**config.mk**
```make
export PLATFORM = sky130hd
export DESIGN_NAME = baud_frac_gen
export DESIGN_NICKNAME = d
export VERILOG_FILES = /design/src/rtl/baud_pkg.sv /design/src/rtl/baud_cfg_regs.sv /design/src/rtl/baud_prescaler.sv /design/src/rtl/baud_frac_acc.sv /design/src/rtl/baud_div_count.sv /design/src/rtl/baud_frac_gen.sv
export SDC_FILE = /design/constraint.sdc
export NUM_CORES = 1
export LEC_CHECK = 0
export ABC_CLOCK_PERIOD_IN_PS = 7400
export BUFFER_PORTS_ARGS = -buffer_cell sky130_fd_sc_hd__buf_2
export CAP_MARGIN = 15
export CELL_PAD_IN_SITES_DETAIL_PLACEMENT = 0
export CELL_PAD_IN_SITES_GLOBAL_PLACEMENT = 1
export CORE_MARGIN = 4
export CORE_UTILIZATION = 51
export CTS_BUF_LIST = sky130_fd_sc_hd__clkbuf_8
export DETAILED_ROUTE_END_ITERATION = 12
export MAX_ROUTING_LAYER = met4
export PLACE_DENSITY_LB_ADDON = 0.1
export SLEW_MARGIN = 5
export SYNTH_ARGS = -nofsm -noshare
export SYNTH_HDL_FRONTEND = slang
export SYNTH_SLANG_ARGS = --single-unit
```
**constraint.sdc**
```tcl
create_clock -name clk -period 7.4 [get_ports clk]
set_clock_uncertainty 0.05 [all_clocks]
set_input_delay 1.48 -clock clk [delete_from_list [all_inputs] [get_ports clk]]
set_output_delay 1.48 -clock clk [all_outputs]
set_load 0.005 [all_outputs]
```
**src/rtl/baud_pkg.sv**
```systemverilog
package baud_pkg;
    localparam int PS_CODE_W = 3;
    localparam int PS_CNT_W  = 5;

    localparam int ADR_DIV_LO = 0;
    localparam int ADR_DIV_HI = 1;
    localparam int ADR_PSCODE = 10;
    localparam int ADR_FRAC   = 11;

    function automatic logic [PS_CNT_W-1:0] ps_ratio(input logic [PS_CODE_W-1:0] code);
        logic [PS_CNT_W-1:0] r;
        case (code)
            3'd0:    r = 5'd1;
            3'd1:    r = 5'd2;
            3'd2:    r = 5'd4;
            3'd3:    r = 5'd8;
            3'd4:    r = 5'd10;
            3'd5:    r = 5'd12;
            3'd6:    r = 5'd16;
            default: r = 5'd20;
        endcase
        return r;
    endfunction
endpackage

```
**src/rtl/baud_cfg_regs.sv**
```systemverilog
module baud_cfg_regs
    import baud_pkg::*;
#(
    parameter int DIV_W   = 16,
    parameter int FRAC_W  = 16,
    parameter int ADDR_W  = 4,
    parameter int DATA_W  = 32,
    parameter int DIV_RST = 1,
    parameter int PS_RST  = 4
) (
    input  logic                 clk,
    input  logic                 rst_n,
    input  logic                 wr_en,
    input  logic [ADDR_W-1:0]    addr,
    input  logic [DATA_W-1:0]    wdata,
    input  logic                 dlab,
    output logic [DATA_W-1:0]    rdata,
    output logic                 cfg_wr,
    output logic [DIV_W-1:0]     div_val,
    output logic [PS_CODE_W-1:0] ps_code,
    output logic [FRAC_W-1:0]    frac_x,
    output logic [FRAC_W-1:0]    frac_y
);
    localparam int HI_W = DIV_W - 8;

    typedef struct packed {
        logic [DIV_W-1:0]     div;
        logic [PS_CODE_W-1:0] code;
        logic [2*FRAC_W-1:0]  frac;
    } cfg_t;

    cfg_t st_d, st_q;

    logic hit_lo, hit_hi, hit_ps, hit_fr;

    always_comb begin
        hit_lo = (addr == ADDR_W'(ADR_DIV_LO)) && dlab;
        hit_hi = (addr == ADDR_W'(ADR_DIV_HI)) && dlab;
        hit_ps = (addr == ADDR_W'(ADR_PSCODE));
        hit_fr = (addr == ADDR_W'(ADR_FRAC));
        cfg_wr = wr_en && (hit_lo || hit_hi || hit_ps || hit_fr);

        st_d = st_q;
        if (wr_en && hit_lo) st_d.div[7:0]       = wdata[7:0];
        if (wr_en && hit_hi) st_d.div[DIV_W-1:8] = wdata[HI_W-1:0];
        if (wr_en && hit_ps) st_d.code           = wdata[PS_CODE_W-1:0];
        if (wr_en && hit_fr) st_d.frac           = wdata[2*FRAC_W-1:0];

        rdata = '0;
        if (hit_lo)      rdata = {{(DATA_W-8){1'b0}}, st_q.div[7:0]};
        else if (hit_hi) rdata = {{(DATA_W-HI_W){1'b0}}, st_q.div[DIV_W-1:8]};
        else if (hit_ps) rdata = {{(DATA_W-PS_CODE_W){1'b0}}, st_q.code};
        else if (hit_fr) rdata = DATA_W'(st_q.frac);
    end

    always_ff @(posedge clk or negedge rst_n) begin
        if (!rst_n) begin
            st_q.div  <= DIV_W'(DIV_RST);
            st_q.code <= PS_CODE_W'(PS_RST);
            st_q.frac <= '0;
        end else begin
            st_q <= st_d;
        end
    end

    assign div_val = st_q.div;
    assign ps_code = st_q.code;
    assign frac_x  = st_q.frac[2*FRAC_W-1:FRAC_W];
    assign frac_y  = st_q.frac[FRAC_W-1:0];
endmodule

```
**src/rtl/baud_prescaler.sv**
```systemverilog
module baud_prescaler
    import baud_pkg::*;
(
    input  logic                 clk,
    input  logic                 rst_n,
    input  logic                 clr,
    input  logic [PS_CODE_W-1:0] code,
    output logic                 en_o
);
    typedef struct packed {
        logic [PS_CNT_W-1:0] cnt;
    } ps_t;

    ps_t st_d, st_q;
    logic [PS_CNT_W-1:0] last;

    always_comb begin
        last = ps_ratio(code) - PS_CNT_W'(1);
        en_o = !clr && (st_q.cnt == last);
        st_d = st_q;
        if (clr || en_o) st_d.cnt = '0;
        else             st_d.cnt = st_q.cnt + PS_CNT_W'(1);
    end

    always_ff @(posedge clk or negedge rst_n) begin
        if (!rst_n) st_q <= '0;
        else        st_q <= st_d;
    end
endmodule

```
**src/rtl/baud_frac_acc.sv**
```systemverilog
module baud_frac_acc #(
    parameter int W = 16
) (
    input  logic         clk,
    input  logic         rst_n,
    input  logic         clr,
    input  logic         step_en,
    input  logic [W-1:0] x,
    input  logic [W-1:0] y,
    output logic         pulse_o
);
    typedef struct packed {
        logic [W:0] acc;
    } acc_t;

    acc_t st_d, st_q;
    logic [W:0] sum;
    logic       usable;

    always_comb begin
        usable  = (x != '0) && (x < y);
        sum     = st_q.acc + {1'b0, x};
        pulse_o = !clr && step_en && usable && (sum >= {1'b0, y});
        st_d    = st_q;
        if (clr) begin
            st_d.acc = '0;
        end else if (step_en && usable) begin
            if (pulse_o) st_d.acc = sum - {1'b0, y};
            else         st_d.acc = sum;
        end
    end

    always_ff @(posedge clk or negedge rst_n) begin
        if (!rst_n) st_q <= '0;
        else        st_q <= st_d;
    end
endmodule

```
**src/rtl/baud_div_count.sv**
```systemverilog
module baud_div_count #(
    parameter int W = 16
) (
    input  logic         clk,
    input  logic         rst_n,
    input  logic         clr,
    input  logic         step_en,
    input  logic [W-1:0] div,
    output logic         tick_o
);
    typedef struct packed {
        logic [W-1:0] cnt;
    } dc_t;

    dc_t st_d, st_q;

    always_comb begin
        tick_o = !clr && step_en && (div != '0) && (st_q.cnt == div - W'(1));
        st_d   = st_q;
        if (clr)                         st_d.cnt = '0;
        else if (tick_o)                 st_d.cnt = '0;
        else if (step_en && div != '0)   st_d.cnt = st_q.cnt + W'(1);
    end

    always_ff @(posedge clk or negedge rst_n) begin
        if (!rst_n) st_q <= '0;
        else        st_q <= st_d;
    end
endmodule

```
**src/rtl/baud_frac_gen.sv**
```systemverilog
module baud_frac_gen
    import baud_pkg::*;
#(
    parameter int DIV_W      = 16,
    parameter int FRAC_W     = 16,
    parameter int ADDR_W     = 4,
    parameter int DATA_W     = 32,
    parameter int OVERSAMPLE = 16,
    parameter int DIV_RST    = 1,
    parameter int PS_RST     = 4
) (
    input  logic              clk,
    input  logic              rst_n,
    input  logic              reg_we,
    input  logic [ADDR_W-1:0] reg_addr,
    input  logic [DATA_W-1:0] reg_wdata,
    input  logic              dlab,
    output logic [DATA_W-1:0] reg_rdata,
    output logic              tick16_o,
    output logic              bit_tick_o
);
    localparam int OVS_W = $clog2(OVERSAMPLE);

    logic                 cfg_wr;
    logic [DIV_W-1:0]     div_val;
    logic [PS_CODE_W-1:0] ps_code;
    logic [FRAC_W-1:0]    frac_x, frac_y;
    logic                 ps_en, fr_pulse, div_tick;

    baud_cfg_regs #(
        .DIV_W(DIV_W), .FRAC_W(FRAC_W), .ADDR_W(ADDR_W), .DATA_W(DATA_W),
        .DIV_RST(DIV_RST), .PS_RST(PS_RST)
    ) u_regs (
        .clk(clk), .rst_n(rst_n), .wr_en(reg_we), .addr(reg_addr),
        .wdata(reg_wdata), .dlab(dlab), .rdata(reg_rdata), .cfg_wr(cfg_wr),
        .div_val(div_val), .ps_code(ps_code), .frac_x(frac_x), .frac_y(frac_y)
    );

    baud_prescaler u_ps (
        .clk(clk), .rst_n(rst_n), .clr(cfg_wr), .code(ps_code), .en_o(ps_en)
    );

    baud_frac_acc #(.W(FRAC_W)) u_acc (
        .clk(clk), .rst_n(rst_n), .clr(cfg_wr), .step_en(ps_en),
        .x(frac_x), .y(frac_y), .pulse_o(fr_pulse)
    );

    baud_div_count #(.W(DIV_W)) u_div (
        .clk(clk), .rst_n(rst_n), .clr(cfg_wr), .step_en(fr_pulse),
        .div(div_val), .tick_o(div_tick)
    );

    typedef struct packed {
        logic [OVS_W-1:0] sub;
        logic             tick;
        logic             bit_t;
    } out_t;

    out_t st_d, st_q;

    always_comb begin
        st_d = st_q;
        if (cfg_wr) begin
            st_d = '0;
        end else begin
            st_d.tick  = div_tick;
            st_d.bit_t = div_tick && (st_q.sub == OVS_W'(OVERSAMPLE - 1));
            if (div_tick) st_d.sub = st_q.sub + OVS_W'(1);
        end
    end

    always_ff @(posedge clk or negedge rst_n) begin
        if (!rst_n) st_q <= '0;
        else        st_q <= st_d;
    end

    assign tick16_o   = st_q.tick;
    assign bit_tick_o = st_q.bit_t;
endmodule

```
==> flow_metrics.py <==
metrics = {
    "logic_synthesis": {
        "synth_area_per_cell_um2": 9.244,
        "synth-seq-area-share_pct": 33.96,
        "post_synth_num_cell_types": 73,
        "syn_nets": 852,
        "synthCells": 758,
        "synth_edf_count": 0,
        "yosysWarnings": 0,
        "ys_async_sr_fraction_pct": 100.0,
        "ys_ff_latch": 95,
        "ys.flop_type": "dfrtp_1",
        "syn-cell-area_mm2": 0.007007,
    },
    "worst_setup_path": {
        "cp-end-kind": "flip-flop",
        "r2r_end": "st_q[4]",
        "max_stage_delay_ns": 0.59,
        "worstPathCellList": "ha_1 -> and3_1 -> a221o_1 -> o41ai_1 -> o221ai_1 -> o21a_1 -> nor2_1 -> xnor2_1 -> ha_1 -> nand2_1 -> nor2_1 -> a211oi_1 -> o21ai_0 -> o31ai_1 -> o2111ai_2 -> buf_4 -> nand3_2 -> clkinv_1 -> a21o_1 -> mux2_2",
        "rr_worst_depth": 20,
        "crit_arrival_ns": 5.88,
        "crit_type": "reg -> reg",
        "required_ns": 7.62,
        "cp_max_fo": 16,
        "r2r-start": "u_regs.frac_x[4]",
        "critPathSlowestCell": "o41ai_1",
        "reg2reg_slack_ns": 1.74,
        "start_kind": "flip-flop",
    },
    "clocking": {
        "clkLatencyLatePin_ns": 0.39,
        "clockRootBuffer": "clkbuf_8",
        "cts_tree": "yes",
        "cts_resized": 0,
        "post-cts-setup-buffers": 0,
        "clk_pin_slew_worst_paths_ns": 0.11,
        "numCtsBuffers": 9,
        "cts.sinks": 95,
        "hold_buffers": 0,
        "htree_levels": 3,
        "clockBufferDepth": 2,
    },
    "routing": {
        "drt_iter0_drc": 434,
        "drtAntennaViolNets": 0,
        "num_vias": 5971,
        "viasPerCell": 5.983,
        "drc": 0,
        "avgRoutedWirePerCell_um": 18.17,
        "wirelength_um": 18140,
        "drtPass1Iterations": 4,
    },
    "final_layout": {
        "drive_gt1_share_pct": 19.71,
        "area_delta_synth_final_pct": 10.34,
        "finalCoreUtilization_pct": 57.92,
        "final_cell_mix": "dfrtp_1 (93), buf_2 (72), mux2_2 (52), ha_1 (52), nor2_1 (51)",
        "n_antenna_cell": 0,
        "layout_commonest_cell": "dfrtp_1",
        "fillers": 1231,
        "num-nets-final": 911,
    },
    "global_routing": {
        "grt_start_max_net_pins": 56,
        "grt_overflow": 0,
        "grt_pass1_wl_um": 30020,
        "antenna_found_initial": 0,
        "grt_pass1_vias": 5944,
        "track_usage_pct": 24.16,
    },
    "timing": {
        "hold_violations": 0,
        "setup_viol": 0,
        "grt_setup_unrepaired": "no",
        "finalCritPeriodShare_pct": 76.44,
        "period_needed_ns": 5.656,
        "tightest_slew_ns": 0.6943,
        "maxSlewViolCount": 0,
        "fin_tns_setup_ns": 0,
        "relSlewSlack_pct": 53.11,
        "timing.fmax_ghz": 0.1768,
    },
    "hold_path": {
        "holdPathEnd": "u_acc.st_q[13]",
        "hold_depth": 1,
        "hp-start": "u_acc.st_q[13]",
        "hold_class": "reg -> reg",
    },
    "placement": {
        "portBuffers": 73,
        "place.gp.congestion": 0.8876,
        "dp_hpwl_um": 13840,
    },
    "pwr": {
        "power.share.sequential_pct": 27.5,
        "p_sw_share_pct": 45.35,
        "leakagePower_uw": 0.003722,
        "irDropWorstVdd_mv": 0.1793,
        "powerDensity_mw_per_mm2": 366.4,
        "p_clk_share_pct": 13.3,
        "power_switching_uw": 1285,
        "p_int_uw": 1548,
        "combPwrFrac_pct": 59.2,
    },
    "floorplan": {
        "dieArea_mm2": 0.01568,
        "start_util_pct": 52.49,
        "die_w_um": 125.2,
        "coreArea_mm2": 0.01335,
        "ios": 74,
        "rows": 42,
        "fp.dieH_um": 125.2,
    },
    "outcome": {
        "outcome": "finished clean",
    },
    "run": {
        "cap_violations": 0,
    },
}
worst max path at each step:
| stage | startpoint | end | depth (start not counted) |
|---|---|---|---|
| global route | u_regs.frac_x[4] | u_div.st_q[14] | 19 |
| CTS | u_regs.frac_x[4] | st_q[4] | 20 |
| floorplan | u_regs.frac_x[4] | st_q[4] | 19 |
| finish | u_regs.frac_x[4] | st_q[4] | 20 |
| global placement | u_regs.frac_x[4] | st_q[4] | 20 |
| detailed placement | u_regs.frac_x[4] | st_q[4] | 20 |
layer usage:
layer	up-vias	track usage [%]	part of all wire, %	routed length (µm)
met5	-	-	0	0
met3	28	4.264	3.2	589
met1	2924	29.68	44	8023
li1	2905	-	-	-
met4	0	7.526	2.7	493
met2	114	40.78	50	9028
area by class of cell:
type / instances / area [µm²] / area share (%)
Clock buffer: 9 / 123.9 / 1.602
Clock inverter: 7 / 86.33 / 1.117
Inverter: 38 / 142.6 / 1.845
Multi-Input combinational cell: 593 / 4354 / 56.32
Sequential cell: 95 / 2380 / 30.78
Tap cell: 176 / 220.2 / 2.848
Timing Repair Buffer: 80 / 424.2 / 5.486
sequential cells by signal, indices dropped and copies added, names as in the netlist:
signal and flops:
u_regs.div_val 16, u_ps.st_q 5, tick16_o 1, u_regs.ps_code 3
u_regs.frac_x 16, st_q 4, u_acc.st_q 17, u_div.st_q 16
bit_tick_o 1, u_regs.frac_y 16
cells by family after synthesis:
kind of cell	share of synthesized area, %
fa+ha+maj	9.857
flops	33.96
mux	10.07
xor+xnor	7.000
simple gates	17.89
compound gates	17.23
buf+inv	3.982
cells in the mapped netlist (all sizes together) (5+ instances only):
| master | instances | area [µm²] |
|---|---|---|
| nand2b | 8 | 50.05 |
| nor2b | 6 | 37.54 |
| nand2 | 39 | 146.4 |
| a211oi | 13 | 97.59 |
| or2 | 5 | 31.28 |
| nor4 | 9 | 56.30 |
| mux2i | 12 | 120.1 |
| clkbuf | 21 | 78.83 |
| a21o | 13 | 97.59 |
| xnor2 | 33 | 289.0 |
| mux2 | 52 | 585.6 |
| ha | 52 | 650.6 |
| o31ai | 6 | 45.04 |
| buf | 11 | 57.56 |
| o21a | 6 | 45.04 |
| and3 | 38 | 237.7 |
| nand4 | 8 | 50.05 |
| dfrtp | 93 | 2327 |
| nor2 | 51 | 191.4 |
| o211ai | 7 | 52.55 |
| o21ai | 53 | 265.3 |
| nand3 | 37 | 190.2 |
| xor2 | 23 | 201.4 |
| a21oi | 36 | 195.2 |
| a22o | 5 | 43.79 |
| inv | 37 | 138.9 |
| nor3 | 12 | 60.06 |
| or3 | 7 | 43.79 |
worst max-delay path, delay by kind of cell, from the launching register on:
kind | cells | cell delay (ns)
mux | 1 | 0.25
xor+xnor | 1 | 0.15
compound gates | 9 | 2.93
buf+inv | 2 | 0.44
flops | 1 | 0.44
simple gates | 5 | 0.59
fa+ha+maj | 2 | 0.67
stage by stage:
stage               std cells  worst slack (ns)  power, µW  instance area, µm²  hold slack (ns)
finish                    998             1.744       2833                7731           0.4665
global route              998             1.234       3109                7731           0.4799
CTS                       997             1.786       2840                7720           0.4695
detailed placement        981             1.849       2450                7510           0.4472
global placement          981             2.049       2404                7510           0.4368
floorplan                 758             2.732       2075                7007           0.4196
power groups by stage:
stage / Clock, µW / Combinational (µW) / Sequential, µW
after floorplan: 0 / 1350 / 723
after global placement: 0 / 1620 / 783
after detailed placement: 0 / 1660 / 790
after CTS: 385 / 1680 / 779
after global routing: 412 / 1900 / 799
final: 376 / 1680 / 779
Power figures use the tool's default switching activity.
